===== src/rtl/xset_pkg.sv =====
package xset_pkg;
  localparam int ST_W       = 11;
  localparam int ST_LEGACY  = 0;
  localparam int ST_XDIS    = 1;
  localparam int ST_FPDIS   = 2;
  localparam int ST_SHOT_LO = 3;
  localparam int ST_SHOT_HI = 7;

  typedef enum logic [1:0] {
    BF_NONE  = 2'd0,
    BF_PRED  = 2'd1,
    BF_XDIS  = 2'd2,
    BF_DIRTY = 2'd3
  } bfault_e;
endpackage


===== src/rtl/xset_fault_rank.sv =====
module xset_fault_rank
  import xset_pkg::*;
#(
  parameter int QP_W = 6
) (
  input  logic [QP_W-1:0] qp_i,
  input  logic            xdis_i,
  input  logic            dirty_i,
  output bfault_e         code_o
);
  localparam int NF = 3;
  logic [NF-1:0] hit;
  logic [NF-1:0] sel;

  assign hit = {dirty_i, xdis_i, (qp_i != '0)};

  // lowest index wins
  for (genvar g = 0; g < NF; g++) begin : g_rank
    if (g == 0) begin : g_first
      assign sel[g] = hit[g];
    end else begin : g_rest
      assign sel[g] = hit[g] & ~|hit[g-1:0];
    end
  end

  always_comb begin
    unique case (1'b1)
      sel[0]:  code_o = BF_PRED;
      sel[1]:  code_o = BF_XDIS;
      sel[2]:  code_o = BF_DIRTY;
      default: code_o = BF_NONE;
    endcase
  end
endmodule


===== src/rtl/xset_target_chk.sv =====
module xset_target_chk #(
  parameter int ADDR_W = 32,
  parameter int SPAN_W = 16
) (
  input  logic [ADDR_W-1:0] tgt_lo_i,
  input  logic [ADDR_W-1:0] base_i,
  input  logic [ADDR_W-1:0] limit_i,
  input  logic              seg16_i,
  input  logic              priv_err_i,
  output logic [ADDR_W-1:0] eip_o,
  output logic              gp_o
);
  logic over_limit;
  logic over_span;

  assign eip_o      = tgt_lo_i - base_i;
  assign over_limit = eip_o > limit_i;
  assign over_span  = seg16_i & (|eip_o[ADDR_W-1:SPAN_W]);
  assign gp_o       = priv_err_i | over_limit | over_span;
endmodule


===== src/rtl/xset_status_fold.sv =====
module xset_status_fold
  import xset_pkg::*;
(
  input  logic [ST_W-1:0] st_i,
  output logic [ST_W-1:0] st_o
);
  for (genvar b = 0; b < ST_W; b++) begin : g_bit
    if (b == ST_LEGACY) begin : g_set
      assign st_o[b] = 1'b1;
    end else if (b >= ST_SHOT_LO && b <= ST_SHOT_HI) begin : g_clr
      assign st_o[b] = 1'b0;
    end else begin : g_keep
      assign st_o[b] = st_i[b];
    end
  end
endmodule


===== src/rtl/xset_branch_check.sv =====
module xset_branch_check
  import xset_pkg::*;
#(
  parameter int QP_W   = 6,
  parameter int TGT_W  = 64,
  parameter int ADDR_W = 32,
  parameter int SPAN_W = 16
) (
  input  logic              clk_i,
  input  logic              rst_ni,
  input  logic              req_i,
  input  logic [QP_W-1:0]   qp_i,
  input  logic [TGT_W-1:0]  target_i,
  input  logic [ST_W-1:0]   status_i,
  input  logic [ADDR_W-1:0] seg_base_i,
  input  logic [ADDR_W-1:0] seg_limit_i,
  input  logic              seg16_i,
  input  logic              seg_priv_err_i,
  input  logic              dirty_stack_i,
  input  logic              rf_i,
  input  logic              first_done_i,
  output logic              vld_o,
  output logic [1:0]        bfault_o,
  output logic              ok_o,
  output logic              gp_fault_o,
  output logic              fp_fault_o,
  output logic [ADDR_W-1:0] eip_o,
  output logic [ST_W-1:0]   status_o,
  output logic              frame_zero_o,
  output logic [TGT_W-1:0]  iip_o,
  output logic              rf_o
);
  bfault_e           code;
  logic [ADDR_W-1:0] eip_c;
  logic              gp_c;
  logic [ST_W-1:0]   st_ok;
  logic              pass;

  xset_fault_rank #(.QP_W(QP_W)) u_rank (
    .qp_i   (qp_i),
    .xdis_i (status_i[ST_XDIS]),
    .dirty_i(dirty_stack_i),
    .code_o (code)
  );

  xset_target_chk #(.ADDR_W(ADDR_W), .SPAN_W(SPAN_W)) u_tgt (
    .tgt_lo_i  (target_i[ADDR_W-1:0]),
    .base_i    (seg_base_i),
    .limit_i   (seg_limit_i),
    .seg16_i   (seg16_i),
    .priv_err_i(seg_priv_err_i),
    .eip_o     (eip_c),
    .gp_o      (gp_c)
  );

  xset_status_fold u_fold (
    .st_i(status_i),
    .st_o(st_ok)
  );

  assign pass = (code == BF_NONE);

  logic pend_q;

  always_ff @(posedge clk_i or negedge rst_ni) begin
    if (!rst_ni) begin
      vld_o        <= 1'b0;
      bfault_o     <= '0;
      ok_o         <= 1'b0;
      gp_fault_o   <= 1'b0;
      fp_fault_o   <= 1'b0;
      eip_o        <= '0;
      status_o     <= '0;
      frame_zero_o <= 1'b0;
      iip_o        <= '0;
    end else begin
      vld_o <= req_i;
      if (req_i) begin
        bfault_o     <= code;
        ok_o         <= pass;
        gp_fault_o   <= pass & gp_c;
        fp_fault_o   <= pass & status_i[ST_FPDIS];
        eip_o        <= eip_c;
        status_o     <= pass ? st_ok : status_i;
        frame_zero_o <= pass;
        iip_o        <= target_i;
      end else begin
        frame_zero_o <= 1'b0;
      end
    end
  end

  // resume flag: held until first legacy instruction completes
  always_ff @(posedge clk_i or negedge rst_ni) begin
    if (!rst_ni) begin
      rf_o   <= 1'b0;
      pend_q <= 1'b0;
    end else if (req_i) begin
      rf_o   <= rf_i;
      pend_q <= pass;
    end else if (first_done_i && pend_q) begin
      rf_o   <= 1'b0;
      pend_q <= 1'b0;
    end
  end

  AST_VLD_FOLLOWS_REQ: assert property (@(posedge clk_i) disable iff (!rst_ni)
    req_i |=> vld_o) else $error("vld");
  AST_VLD_PULSE: assert property (@(posedge clk_i) disable iff (!rst_ni)
    !req_i |=> !vld_o) else $error("vld pulse");
  AST_FAULT_NO_COMMIT: assert property (@(posedge clk_i) disable iff (!rst_ni)
    (vld_o && bfault_o != 2'd0) |-> (!ok_o && !frame_zero_o && !gp_fault_o && !fp_fault_o))
    else $error("commit on fault");
  AST_COMMIT_STATUS: assert property (@(posedge clk_i) disable iff (!rst_ni)
    (vld_o && ok_o) |-> (status_o[ST_LEGACY] && status_o[ST_SHOT_HI:ST_SHOT_LO] == '0))
    else $error("status");
  AST_PRIV_KEEP: assert property (@(posedge clk_i) disable iff (!rst_ni)
    req_i |=> status_o[ST_W-1:ST_SHOT_HI+1] == $past(status_i[ST_W-1:ST_SHOT_HI+1]))
    else $error("priv");
  AST_IIP_FULL: assert property (@(posedge clk_i) disable iff (!rst_ni)
    req_i |=> iip_o == $past(target_i)) else $error("iip");
  AST_RF_HOLD: assert property (@(posedge clk_i) disable iff (!rst_ni)
    (!req_i && !first_done_i) |=> $stable(rf_o)) else $error("rf");
endmodule


===== config.mk =====
export PLATFORM = sky130hd
export DESIGN_NAME = xset_branch_check
export DESIGN_NICKNAME = d
export VERILOG_FILES = /design/src/rtl/xset_pkg.sv /design/src/rtl/xset_fault_rank.sv /design/src/rtl/xset_target_chk.sv /design/src/rtl/xset_status_fold.sv /design/src/rtl/xset_branch_check.sv
export SDC_FILE = /design/constraint.sdc
export NUM_CORES = 1
export LEC_CHECK = 0
export BUFFER_PORTS_ARGS = -buffer_cell sky130_fd_sc_hd__buf_2
export CORE_MARGIN = 4
export CORE_UTILIZATION = 40
export CTS_CLUSTER_SIZE = 28
export DETAILED_ROUTE_END_ITERATION = 16
export PLACE_DENSITY = 0.76
export SETUP_SLACK_MARGIN = 0.2
export SLEW_MARGIN = 20
export SYNTH_ARGS = -nofsm -noshare
export SYNTH_HDL_FRONTEND = slang
export SYNTH_SLANG_ARGS = --single-unit

===== constraint.sdc =====
create_clock -name clk_i -period 2.2 [get_ports clk_i]
set_input_delay 0.22 -clock clk_i [delete_from_list [all_inputs] [get_ports clk_i]]
set_output_delay 0.22 -clock clk_i [all_outputs]
set_load 0.02 [all_outputs]

After elaboration in Yosys (flattened, before gate mapping). Cells that the tools add are included.

Flip-flop bits (word level): 116.

$add $sub $neg: 1. Order comparisons: 1. Mux-type cells: 6. Bitwise operators: 7. Reduce and logical (&&, ||, !) cells: 8.

Operator list (count): > comparator 32 bit (1); subtractor 32 bit (1); OR reduction 16 bit (1); 2-to-1 mux 8 bit (1); one-hot mux 2 bit (3 select lines) (1); nonzero test 6 bit (1); AND 1 bit (5); 2-to-1 mux 1 bit (4); logical NOT 1 bit (2); logical NOT 2 bit (1); OR 1 bit (2); nonzero test 2 bit (1); OR reduction 2 bit (1); logical AND 1 bit (1).

Longest topological paths before layout. Gate-level depths: netlist of the first run.

Depth in word-level cells: 7. Depth in mapped cells: 22. Mapped depth without buffers: 21.

Hierarchy. A second synthesis of the first run with hierarchy kept.

Cell total of the unflattened synthesis: 712. Area, all modules: 7415.9 um2.

Modules (own cells, without submodules): xset_branch_check (instances 1, cells each 288, area an instance 4516.8 um2, seq. area each 2902.8 um2); xset_target_chk (instances 1, cells each 406, area an instance 2773.9 um2, seq. area each 0.0 um2); xset_status_fold (instances 1, cells each 13, area an instance 90.1 um2, seq. area each 0.0 um2); xset_fault_rank (instances 1, cells each 5, area an instance 35.0 um2, seq. area each 0.0 um2).

Worst setup path after synthesis of the first run. Ideal clock, no wire load.

Kind: in2reg. Start: in seg_base_i[14]. End: reg gp_fault_o. Setup time: 146 ps. Arrival time: 4297 ps. Slack: -2243 ps. Stages on the path: 21. Buffers on the path: 0. Cells stage by stage: inv_1 ha_1 a21o_1 o21bai_1 a311oi_2 o21ai_1 nor3_1 a21oi_2 mux2i_1 nor4b_2 inv_1 ha_1 nand4_1 nor4_1 nand3_1 a21bo_2 o211ai_1 o2111ai_1 a2111oi_2 and4bb_1 a41oi_1.

Word-level cells in the longest chain between the ends: 5. Elaborated cells between the ends (all ways): 7. Classes of those cells: 1 x add/sub; 1 x order compare; 4 x bitwise; 1 x reduce/logical.

Ends and longest elaborated chain: start, declared (RTL line xset_branch_check.sv:15) `input logic [ADDR_W-1:0] seg_base_i,`; subtractor 32 bit (*) (RTL line xset_target_chk.sv:16) `assign eip_o = tgt_lo_i - base_i;`; named net eip_c[29] (RTL line xset_branch_check.sv:34) `logic [ADDR_W-1:0] eip_c;`; > comparator 32 bit or OR reduction 16 bit (tied branches) (RTL line xset_target_chk.sv:17, xset_target_chk.sv:18); OR 1 bit or AND 1 bit (tied branches) (RTL line xset_target_chk.sv:19, xset_target_chk.sv:18); OR 1 bit (*) (RTL line xset_target_chk.sv:19) `assign gp_o = priv_err_i | over_limit | over_span;`; AND 1 bit (*) (RTL line xset_branch_check.sv:81) `gp_fault_o <= pass & gp_c;`; end signal, assigned (RTL line xset_branch_check.sv:81); end, declared (RTL line xset_branch_check.sv:25) `output logic gp_fault_o,`.

The timed path passes the listed nets; every way through them passes the cells marked *. A chain may end at the register's enable or synchronous reset.

Final worst setup path of the first run.
Start: in target_i[16]. End: reg gp_fault_o.

Word-level cells in the longest chain between the ends: 5. Elaborated cells between the ends (all ways): 7. Classes of those cells: 1 x add/sub; 1 x order compare; 4 x bitwise; 1 x reduce/logical.

Ends and longest elaborated chain: start, declared (RTL line xset_branch_check.sv:13) `input logic [TGT_W-1:0] target_i,`; subtractor 32 bit (*) (RTL line xset_target_chk.sv:16); named net eip_c[29] (RTL line xset_branch_check.sv:34); > comparator 32 bit or OR reduction 16 bit (tied branches) (RTL line xset_target_chk.sv:17, xset_target_chk.sv:18); OR 1 bit or AND 1 bit (tied branches) (RTL line xset_target_chk.sv:19, xset_target_chk.sv:18); OR 1 bit (*) (RTL line xset_target_chk.sv:19); AND 1 bit (*) (RTL line xset_branch_check.sv:81).

Marks and branches as above.

==> results of run 1 <==
-- cell type report --
cell class / count / share of cell area, %
Antenna cell: 1 / 0.0212
Clock buffer: 19 / 3.84
Clock inverter: 13 / 1.45
Inverter: 89 / 3.11
Multi-Input combinational cell: 470 / 40.1
Sequential cell: 116 / 24.6
Tap cell: 225 / 2.39
Timing Repair Buffer: 441 / 24.5
-- where the power goes --
group	total (mW)	switching, mW	internal (mW)
Combinational	3.34	1.73	1.61
Clock	2.96	1.10	1.86
Sequential	2.58	0.153	2.43
Total	8.88	2.98	5.90
-- cells in the final DEF, fill, tap and decap left out, types with 5 or more instances in the layout --
master	instances
sky130_fd_sc_hd__o22ai_1	6
sky130_fd_sc_hd__nand2_1	28
sky130_fd_sc_hd__dfrtp_1	116
sky130_fd_sc_hd__ha_1	44
sky130_fd_sc_hd__mux2_4	12
sky130_fd_sc_hd__a21oi_1	25
sky130_fd_sc_hd__nor2_1	30
sky130_fd_sc_hd__buf_4	145
sky130_fd_sc_hd__nand4_1	12
sky130_fd_sc_hd__a21oi_2	9
sky130_fd_sc_hd__nor3_1	5
sky130_fd_sc_hd__xnor2_1	9
sky130_fd_sc_hd__a21o_1	14
sky130_fd_sc_hd__buf_2	251
sky130_fd_sc_hd__clkbuf_16	17
sky130_fd_sc_hd__inv_2	6
sky130_fd_sc_hd__nand3_1	11
sky130_fd_sc_hd__buf_6	38
sky130_fd_sc_hd__xnor2_2	7
sky130_fd_sc_hd__xor2_1	8
sky130_fd_sc_hd__o21ai_0	21
sky130_fd_sc_hd__inv_1	78
sky130_fd_sc_hd__a211oi_1	7
sky130_fd_sc_hd__mux2_2	87
sky130_fd_sc_hd__ha_4	18
-- registers in the layout (all words and copies together) (netlist names) --
signal,cells
ok_o,1
frame_zero_o,1
eip_o,32
bfault_o,2
status_o,11
pend_q,1
iip_o,64
fp_fault_o,1
rf_o,1
gp_fault_o,1
vld_o,1
-- Yosys cell counts, types with 5 or more instances --
master / instances
sky130_fd_sc_hd__nor3_1: 7
sky130_fd_sc_hd__o22ai_1: 6
sky130_fd_sc_hd__clkbuf_1: 18
sky130_fd_sc_hd__nand2_1: 30
sky130_fd_sc_hd__nand3_1: 12
sky130_fd_sc_hd__o21a_1: 5
sky130_fd_sc_hd__xnor2_1: 18
sky130_fd_sc_hd__ha_1: 63
sky130_fd_sc_hd__nand4_1: 12
sky130_fd_sc_hd__nor2_1: 35
sky130_fd_sc_hd__a21oi_1: 35
sky130_fd_sc_hd__xor2_1: 8
sky130_fd_sc_hd__mux2_2: 98
sky130_fd_sc_hd__and3_1: 5
sky130_fd_sc_hd__dfrtp_1: 116
sky130_fd_sc_hd__inv_1: 89
sky130_fd_sc_hd__a211oi_1: 8
sky130_fd_sc_hd__a21o_1: 15
sky130_fd_sc_hd__o21ai_0: 23
-- cells by family (layout without fill, tap and decap cells) --
family                   Yosys count  count (layout)  synth area share [%]
AO/OA/AOI/OAI                    146             146                  14.3
AND/OR/NAND/NOR                  131             131                  9.42
flip-flops                       116             116                  40.0
buffers and inverters            113             562                  5.97
multiplexers                     103             103                  16.0
adder cells (fa/ha/maj)           64              64                  11.1
XOR/XNOR                          26              26                  3.14
other                              0               1                     0
-- how the worst max path moves through the flow --
stage	from	depth (start not counted)	end
floorplan	target_i[0]	21	gp_fault_o
global route	seg_base_i[12]	22	gp_fault_o
detailed placement	target_i[0]	22	gp_fault_o
CTS	seg_base_i[1]	22	gp_fault_o
global placement	target_i[0]	21	gp_fault_o
finish	target_i[16]	21	gp_fault_o
-- routing by layer --
metal  wire [um]  vias to the layer above  GRT usage, %
met1       10100                     3450          27.6
met4         896                        0          9.55
met5           0                        -             0
li1            -                     3371             -
met2       12900                      262          39.2
met3        1440                       61          5.16
-- what timing repair did --
action / 4_1_cts / 5_1_grt
gates cloned: 0 / 0
buffers inserted: 20 / 9
endpoints found under the hold margin: 41 / 0
hold buffers: 2 / 0
pin swaps: 24 / 28
resized for setup: 101 / 57
setup endpoints to repair: 19 / 18
-- stage by stage --
step / cell area (sq um) / hold WS (ns)
after floorplan: 7490 / -0.0756
after global placement: 10100 / 0.248
after detailed placement: 10100 / 0.251
after CTS: 11400 / 0.00693
after global routing: 11800 / 0.00950
final: 11800 / 0.0214
==> run summary, run 1 <==
Setup violations, final -> 13
Setup slack on the worst flop-to-flop path -> 0.60 ns
Synth Flop Type -> sky130_fd_sc_hd__dfrtp_1
Horizontal extent of the die -> 143 um
Category of the most critical setup path -> in -> reg
Die Height -> 143 um
Maximum single-stage delay on the critical path -> 0.39 ns
TritonCTS Sinks -> 116
Post-Route WL -> 25300 um
Placeable core region -> 0.0175 sq mm
Global-route usage over all layers -> 22.8%
Failing checks -> negative setup slack
Max-cap violation count -> 0
LEAKAGE -> 5.86 nW
Fin worst setup slack -> -1.80 ns
Multi-input gate area in the final layout -> 0.00473 sq mm
PortBufs -> 267
Count of placed standard cells including taps -> 1310
Status -> complete, but fails checks
Required arrival time at the worst endpoint -> 2.49 ns
Std cell rows -> 48
FF-to-FF path depth -> 6
GR Overflow Total -> 0
Hold path startpoint -> target_i[32]
Post-route DRC -> 0
Total count of max-transition violations in the final report -> 0
Final Hold Fails -> 0
CP delay by family, top -> simple AND/OR/NAND/NOR gates
Ordered cell list for the critical path -> buf_6, ha_4, nand3_4, nor4_4, o2111ai_4, a21oi_2, nor3_4, a21oi_2, mux2i_1, nor4b_2, inv_1, ha_1, nand4_1, nor4_4, nand3_1, a21bo_2, o211ai_1, o2111ai_2, a2111oi_4, and4bb_1, a41oi_1
Effective utilization at floorplan -> 41.3%
Remaining number of nets flagged by the antenna check after routing -> 0
Max clock buf depth -> 2
Core Util, Final -> 67.3%
Net Count, Synth -> 916
Sum of negative setup slack -> -3.14 ns
Number of global-route vias before repair -> 7310
Total power after layout -> 8.88 mW
Dominant cell type by area after synthesis -> sky130_fd_sc_hd__dfrtp_1
Largest net degree at the start of global routing -> 122
Initial antenna violation count -> 1
Class of the tightest hold or removal check -> in -> reg
Leading cell types by total area after synthesis -> sky130_fd_sc_hd__dfrtp_1, sky130_fd_sc_hd__mux2_2, sky130_fd_sc_hd__ha_1, sky130_fd_sc_hd__inv_1, sky130_fd_sc_hd__a21oi_1
Clock H-tree levels -> 4
Power density of the placed cells -> 753 mW/mm^2
Launching point of the worst reg2reg path -> gp_fault_o
Number of fill cells in the layout -> 1302
Sequential cell area in the final layout -> 0.00290 sq mm
Sort of element at the start of the critical path -> input pin
Data arrival time of the critical path -> 4.29 ns
Area overhead of the layout relative to synthesis -> 62.7%
Clock tree from TritonCTS -> done
Cell with the biggest individual delay on the critical path -> sky130_fd_sc_hd__nor4_4
Highest clock frequency the design can meet -> 250 MHz
Post-synthesis async set-or-reset flop share -> 100%
NumNets Final -> 1352
Portion of the post-synthesis area used by sequential elements -> 40.0%
VDD IR-drop max -> 0.608 mV
Number of placed I/O pins -> 268
Highest net fanout along the worst path -> 4
Average vias per placed instance -> 5.20
Number of enable flip-flop cells after synthesis -> 0
Unrepaired setup endpoints after global routing -> true
Nature of the critical path endpoint -> register
Pre-Repair DR Iteration Count -> 5
Post-CTS clock slew at the launch and capture registers of the worst setup and hold paths -> 0.06 ns
Synth warnings -> 0
Wire length per cell -> 18.4 um
Clock latency at the later pin of the worst-skew pair -> 0.42 ns
Capture instance of the worst register-to-register path -> gp_fault_o
Number of different library cells in the post-synthesis netlist -> 72
Fin crit period -> 4.00 ns
Yosys top cell area share -> 40.0%
Post-synth design cell area -> 0.00725 sq mm
Buffer and inverter count on the worst path -> 2
Relative max-transition margin -> 55.7%
Sum of net half-perimeters after detailed placement -> 17600 um
Finished Layout Cells -> 1374
Synthesized instance count -> 699
Die ar. -> 0.0203 sq mm
Pre-CTS setup slack -> -2.38 ns
Root buffer cell -> sky130_fd_sc_hd__clkbuf_16
Number of CTS-inserted buffers -> 17
Fin Clk Skew -> 0.000140 ns
Worst hold path endpoint -> iip_o[32]
Hold Crit Depth -> 2
Number of vias in the routed layout -> 7144
Share of the cycle needed by the critical path after routing -> 182%
Number of synthesized register bits -> 116
Average size of a mapped cell -> 10.4 sq um
Tightest Pin Transition -> 0.665 ns
Routability-driven placement congestion ratio -> 0.944
Layout cell share with drive strength beyond 1 -> 59.7%
First-pass GRT wire length -> 36700 um
Count of routing violations after the opening detailed-route iteration -> 417
No activity file was read; power rests on OpenSTA's default activity.
==> run 2, diff against run 1 <==
--- a/config.mk
+++ b/config.mk
@@ -5,12 +5,13 @@
 export SDC_FILE = /design/constraint.sdc
 export NUM_CORES = 1
 export LEC_CHECK = 0
+export ABC_AREA = 1
 export BUFFER_PORTS_ARGS = -buffer_cell sky130_fd_sc_hd__buf_2
 export CORE_MARGIN = 4
 export CORE_UTILIZATION = 40
 export CTS_CLUSTER_SIZE = 28
 export DETAILED_ROUTE_END_ITERATION = 16
-export PLACE_DENSITY = 0.76
+export PLACE_DENSITY = 0.75
 export SETUP_SLACK_MARGIN = 0.2
 export SLEW_MARGIN = 20
 export SYNTH_ARGS = -nofsm -noshare
==> run 2 against run 1 <==
Non-clock buffer count grew 7. Via count grew 20%. Clock power shrank 8.8%. Critical path depth grew 4. Cell area grew 2.7%. Sequential power shrank 4%. First-iteration DRC count shrank 9.4%. Area after synthesis grew 7.5%. Largest cell class unchanged. Die area grew 7.1%. Setup slack gained 1.4 ns. Core utilization shrank 3.4 points. The flow still finishes with violations (negative setup slack). Count of clock-buffer cells in the layout shrank 1.
==> run summary, run 2 <==
Status -> complete, but fails checks
Number of different library cells in the post-synthesis netlist -> 33
Final hold slack -> 0.0119 ns
Remaining number of nets flagged by the antenna check after routing -> 0
Dominant cell type by area after synthesis -> sky130_fd_sc_hd__dfrtp_1
Initial antenna violation count -> 2
Effective utilization at floorplan -> 41.1%
Die ar. -> 0.0218 sq mm
Leading cell types by total area after synthesis -> sky130_fd_sc_hd__dfrtp_1, sky130_fd_sc_hd__nand2_1, sky130_fd_sc_hd__ha_1, sky130_fd_sc_hd__inv_1, sky130_fd_sc_hd__nor2_1
Final Hold Fails -> 0
Max clock buf depth -> 2
Placeable core region -> 0.0190 sq mm
Sort of element at the start of the critical path -> input pin
Horizontal extent of the die -> 148 um
Synth warnings -> 0
Area overhead of the layout relative to synthesis -> 55.4%
Routability-driven placement congestion ratio -> 0.880
Sum of net half-perimeters after detailed placement -> 20100 um
Share of total power in combinational logic -> 36.3%
Die Height -> 148 um
Clock H-tree levels -> 4
Post-route DRC -> 0
Fin crit period -> 2.65 ns
Layout cell share with drive strength beyond 1 -> 38.2%
Post-route cell area -> 0.0121 sq mm
Number of fill cells in the layout -> 1645
Registers with the highest flip-flop counts -> iip_o (64), eip_o (32), status_o (11)
Root buffer cell -> sky130_fd_sc_hd__clkbuf_16
Synthesized instance count -> 1154
Nature of the critical path endpoint -> register
Number of synthesized register bits -> 116
Number of CTS-inserted buffers -> 17
First-pass GRT wire length -> 42100 um
Clock latency at the later pin of the worst-skew pair -> 0.42 ns
GR met2 Demand/Resource -> 41.6%
Tightest Pin Transition -> 0.501 ns
Standard cell area after detailed placement -> 0.0106 sq mm
NumNets Final -> 1814
Number of global-route vias before repair -> 8708
Pre-Repair DR Iteration Count -> 5
Wire length per cell -> 14.1 um
Most frequent cells in the layout -> sky130_fd_sc_hd__nand2_1, sky130_fd_sc_hd__buf_2, sky130_fd_sc_hd__inv_1
Largest net degree at the start of global routing -> 109
Share of the cycle needed by the critical path after routing -> 120%
Yosys top cell area share -> 37.2%
Layer with the highest usage -> met2
Number of flip-flops under the largest register name -> 64
Most frequent CP cell -> sky130_fd_sc_hd__nand2_2
Fin Clk Skew -> 0.00233 ns
Maximum single-stage delay on the critical path -> 0.39 ns
PortBufs -> 267
Clock tree from TritonCTS -> done
Failing checks -> negative setup slack
Number of enable flip-flop cells after synthesis -> 0
Post-synth design cell area -> 0.00779 sq mm
Clock share of power -> 33.2%
Part of the power in registers -> 30.5%
Sw power -> 2.89 mW
Required arrival time at the worst endpoint -> 2.51 ns
Portion of the post-synthesis area used by sequential elements -> 37.2%
Most repeated cell in the gate-level netlist after synthesis -> sky130_fd_sc_hd__nand2_1
Post-CTS clock slew at the launch and capture registers of the worst setup and hold paths -> 0.06 ns
Most common library cell in the layout ignoring fill and taps -> sky130_fd_sc_hd__nand2_1
Largest reg by FF count -> iip_o
Number of placed I/O pins -> 268
GR Overflow Total -> 0
Relative max-transition margin -> 66.6%
Met3 Use GR -> 4.78%
Highest net fanout along the worst path -> 3
Global-route usage over all layers -> 23.9%
Setup violations, final -> 2
Category of the most critical setup path -> in -> reg
Highest clock frequency the design can meet -> 378 MHz
Sum of negative setup slack -> -0.473 ns
Number of vias in the routed layout -> 8591
Unrepaired setup endpoints after global routing -> true
Net Count, Synth -> 1371
Max-cap violation count -> 0
TritonCTS Sinks -> 116
Cell with the biggest individual delay on the critical path -> sky130_fd_sc_hd__fa_2
Post-synthesis async set-or-reset flop share -> 100%
Total count of max-transition violations in the final report -> 0
Switching Share -> 35.5%
Pre-CTS setup slack -> -0.987 ns
Count of routing violations after the opening detailed-route iteration -> 378
Data arrival time of the critical path -> 2.96 ns
Synth Flop Type -> sky130_fd_sc_hd__dfrtp_1
Average vias per placed instance -> 4.59
Fin worst setup slack -> -0.449 ns
Most frequent cells after synthesis -> sky130_fd_sc_hd__nand2_1, sky130_fd_sc_hd__inv_1, sky130_fd_sc_hd__dfrtp_1
VDD IR-drop max -> 0.503 mV
Std cell rows -> 50
Design internal power -> 5.25 mW
Average size of a mapped cell -> 6.75 sq um
LEAKAGE -> 7.08 nW
Power density of the placed cells -> 671 mW/mm^2
Global routing met1 resource utilization -> 30.1%
Post-Route WL -> 26400 um
Class of the tightest hold or removal check -> in -> reg
run 2: cells by family (layout without fill, tap and decap cells):
family	count (synthesis)	after routing	share of synthesized area, %
simple gates	672	672	35.3
buf+inv	216	672	10.4
flops	116	116	37.2
xor+xnor	15	15	1.69
fa+ha+maj	64	64	10.4
other cells	0	2	0
compound gates	71	71	4.94
run 2: area by class of cell:
type                       instances  area (sq um)  share of cell area (%)
multi-input combinational        822          4770                    39.4
sequential                       116          2900                    24.0
timing repair buffer             448          2800                    23.1
inverter                         192           738                    6.10
clock buffer                      18           439                    3.63
tap                              260           325                    2.69
clock inverter                    14           129                    1.06
antenna                            2          5.00                  0.0413
run 2: path summary, 6_finish.rpt:
kind,startpoint,endpoint,slack [ns],cells after the start
max,target_i[0],gp_fault_o,-0.45,25
min,target_i[43],iip_o[43],0.01,3
max reg2reg,pend_q,rf_o,1.44,2
min reg2reg,iip_o[41],iip_o[41],0.47,2
max in group asynchronous,rst_ni,iip_o[25],1.26,3
min in group asynchronous,rst_ni,iip_o[59],0.31,2
run 2: metrics by stage:
stage          power (mW)  instances  util [%]
4_1_cts              8.05       1863      62.5
3_3_place_gp         5.05       1806      55.8
2_1_floorplan        3.88       1154         -
6_report             8.13       1872      63.9
3_5_place_dp         5.10       1806      55.8
5_1_grt              8.62       1870      63.9
run 2: power groups by stage:
stage | sequential, mW | clock (mW) | combinational [mW]
after floorplan | 2.81 | 0 | 1.07
after global placement | 2.51 | 0 | 2.55
after detailed placement | 2.51 | 0 | 2.59
after CTS | 2.48 | 2.75 | 2.82
after global routing | 2.51 | 2.84 | 3.27
final | 2.48 | 2.70 | 2.95
run 2: repair_timing:
| action | 4_1_cts | 5_1_grt |
|---|---|---|
| pin swaps | 28 | 31 |
| endpoints found under the hold margin | 49 | 0 |
| resized for setup | 83 | 39 |
| hold buffers | 17 | 0 |
| endpoints found under the setup margin | 1 | 2 |
| buffers inserted | 8 | 7 |
run 2: layer usage:
layer,up-vias,share of wire (%)
li1,4396,-
met1,3865,43
met2,285,48
met3,43,6.8
met4,2,2.1
met5,-,0.042
run 2: critical path, delay by kind of cell:
family                     cells  cell delay (ns)
AOI/OAI and AO/OA              1             0.13
adders and majority gates      3             0.80
buffers and inverters          4             0.24
and+or+nand+nor               17             1.56
==> run 3, diff against run 2 <==
--- a/config.mk
+++ b/config.mk
@@ -11,7 +11,8 @@
 export CORE_UTILIZATION = 40
 export CTS_CLUSTER_SIZE = 28
 export DETAILED_ROUTE_END_ITERATION = 16
-export PLACE_DENSITY = 0.75
+export PLACE_DENSITY_LB_ADDON = 0.2
+export RECOVER_POWER = 25
 export SETUP_SLACK_MARGIN = 0.2
 export SLEW_MARGIN = 20
 export SYNTH_ARGS = -nofsm -noshare
==> run 3 against run 2 <==
Core utilization shrank 1.0 points. Critical path depth decreased by 2. Fmax shrank 1.1%. Setup slack worse by 0.028 ns. Clock power is 4% higher. Global-route usage decreased by 0.51 points. The flow finishes with violations (max-capacitance violations, max-slew violations, negative setup slack). Final cell count shrank 0.96%. Cell area down 1.6%. Critical endpoint unchanged. Register-to-register slack got worse by 0.05 ns. Power about the same.
==> run summary, run 3 (synthesized netlist as in run 2, its figures left out) <==
Hold path startpoint -> target_i[50]
Post-CTS clock slew at the launch and capture registers of the worst setup and hold paths -> 0.06 ns
Global-route usage over all layers -> 23.4%
GR Overflow Total -> 0
Average vias per placed instance -> 4.58
Sort of element at the start of the critical path -> input pin
Post-route DRC -> 0
Status -> complete, but fails checks
Layout cell share with drive strength beyond 1 -> 36.6%
Share of the cycle needed by the critical path after routing -> 122%
Hold Crit Depth -> 3
Sum of net half-perimeters after detailed placement -> 19100 um
Std cell rows -> 50
Total count of max-transition violations in the final report -> 226
Count of placed standard cells including taps -> 1787
Sum of negative setup slack -> -0.534 ns
Finished Layout Cells -> 1854
LEAKAGE -> 6.97 nW
Clock H-tree levels -> 4
Area overhead of the layout relative to synthesis -> 53.0%
Remaining number of nets flagged by the antenna check after routing -> 0
Number of placed I/O pins -> 268
Max clock buf depth -> 2
Fin worst setup slack -> -0.477 ns
Tightest Pin Transition -> 2.26 ns
Relative max-transition margin -> -50.6%
FF-to-FF path depth -> 2
Setup slack on the worst flop-to-flop path -> 1.39 ns
Effective utilization at floorplan -> 41.1%
Category of the most critical setup path -> in -> reg
Clock tree from TritonCTS -> done
NumNets Final -> 1798
Launching point of the worst reg2reg path -> pend_q
Number of flip-flops under the largest register name -> 64
Antenna diode count -> 0
Routability-driven placement congestion ratio -> 0.884
Number of global-route vias before repair -> 8558
Largest reg by FF count -> iip_o
Largest net degree at the start of global routing -> 117
Root buffer cell -> sky130_fd_sc_hd__clkbuf_16
PortBufs -> 267
Core Util, Final -> 62.9%
Highest net fanout along the worst path -> 5
Pre-Repair DR Iteration Count -> 5
TritonCTS Sinks -> 116
Registers with the highest flip-flop counts -> iip_o (64), eip_o (32), status_o (11)
Required arrival time at the worst endpoint -> 2.56 ns
VDD IR-drop max -> 0.490 mV
Unrepaired setup endpoints after global routing -> true
Setup violations, final -> 2
Most common library cell in the layout ignoring fill and taps -> sky130_fd_sc_hd__nand2_1
Count of routing violations after the opening detailed-route iteration -> 360
Nature of the critical path endpoint -> register
Final Hold Fails -> 0
Most frequent cells in the layout -> sky130_fd_sc_hd__nand2_1, sky130_fd_sc_hd__buf_2, sky130_fd_sc_hd__inv_1
Horizontal extent of the die -> 148 um
Number of CTS-inserted buffers -> 17
Final hold slack -> 0.0115 ns
Max-cap violation count -> 2
Post-Route WL -> 25700 um
Placeable core region -> 0.0190 sq mm
Die ar. -> 0.0218 sq mm
Data arrival time of the critical path -> 3.03 ns
Die Height -> 148 um
Fin Clk Skew -> 0.000287 ns
Fin crit period -> 2.68 ns
Power density of the placed cells -> 682 mW/mm^2
Capture instance of the worst register-to-register path -> rf_o
Initial antenna violation count -> 2
Number of vias in the routed layout -> 8499
Wire length per cell -> 13.9 um
Worst hold path endpoint -> iip_o[50]
First-pass GRT wire length -> 41400 um
Class of the tightest hold or removal check -> in -> reg
Failing checks -> max-capacitance violations, max-slew violations, negative setup slack
Highest clock frequency the design can meet -> 374 MHz
Clock latency at the later pin of the worst-skew pair -> 0.41 ns
Pre-CTS setup slack -> -1.00 ns
## run 3: cell count changes in the layout (fill, tap and decap cells not counted), moves of 4 or more
cell                            before  now
sky130_fd_sc_hd__a21oi_1            31   27
sky130_fd_sc_hd__a21oi_2             5    9
sky130_fd_sc_hd__buf_4             161  139
sky130_fd_sc_hd__dlygate4sd3_1      17   21
sky130_fd_sc_hd__nand2_1           488  493
sky130_fd_sc_hd__nand2_2            49   45
sky130_fd_sc_hd__nor2_2             19   13
sky130_fd_sc_hd__nor2_4              3    7
## run 3: what timing repair did
action / in CTS / in global routing
cloned: 0 / 0
hold endpoints to repair: 136 / 0
buffers inserted: 11 / 3
pin swaps: 28 / 15
endpoints found under the setup margin: 1 / 2
gates resized for setup: 71 / 42
hold buffers: 21 / 0
## run 3: cell type report
cell class,count,area [sq um]
timing repair buffer,432,2650
clock inverter,14,151
multi-input combinational,822,4720
fill,1733,7030
inverter,192,737
sequential,116,2900
clock buffer,18,439
tap,260,325
## run 3: power breakdown
| group | leakage, nW | switching (mW) | total [mW] | internal [mW] |
|---|---|---|---|---|
| Sequential | 1.41 | 0.111 | 2.48 | 2.37 |
| Combinational | 5.28 | 1.62 | 2.86 | 1.23 |
| Clock | 0.276 | 1.10 | 2.80 | 1.71 |
## run 3: layer usage
layer	vias up	track usage [%]	wire length, um
met2	254	39.8	12200
li1	4363	-	-
met5	-	0	40
met1	3842	30.1	11500
met4	4	7.04	473
met3	36	4.60	1430
## run 3: critical path: stages
cell                      delay (ns)
sky130_fd_sc_hd__buf_2          0.11
sky130_fd_sc_hd__ha_2           0.38
sky130_fd_sc_hd__nand2_2        0.10
sky130_fd_sc_hd__nor3_4         0.16
sky130_fd_sc_hd__nand2_1        0.11
sky130_fd_sc_hd__nor2_1         0.21
sky130_fd_sc_hd__nor2_2         0.09
sky130_fd_sc_hd__nand2_1        0.07
sky130_fd_sc_hd__nand2_1        0.06
sky130_fd_sc_hd__nand2_2        0.07
sky130_fd_sc_hd__inv_1          0.06
sky130_fd_sc_hd__ha_4           0.27
sky130_fd_sc_hd__nand2_2        0.06
sky130_fd_sc_hd__nor2_4         0.11
sky130_fd_sc_hd__nand4_1        0.13
sky130_fd_sc_hd__nor4_2         0.28
sky130_fd_sc_hd__buf_4          0.16
sky130_fd_sc_hd__nand2_1        0.07
sky130_fd_sc_hd__nand3_2        0.09
sky130_fd_sc_hd__a21oi_2        0.06
sky130_fd_sc_hd__nand2_1        0.06
sky130_fd_sc_hd__nand2_1        0.05
sky130_fd_sc_hd__nand2_1        0.06
## run 3: through the flow
step                total power [mW]  cell area [sq um]
floorplan                       3.88               7840
global placement                5.00              10400
detailed placement              5.04              10400
CTS                             8.10              11700
global route                    8.63              11900
finish                          8.14              11900
## run 3: worst max-delay path by stage
stage,startpoint,end,depth (start not counted)
finish,target_i[28],gp_fault_o,23
global route,seg_base_i[4],gp_fault_o,26
CTS,target_i[0],gp_fault_o,25
detailed placement,target_i[0],gp_fault_o,25
global placement,target_i[0],gp_fault_o,25
floorplan,target_i[0],gp_fault_o,24
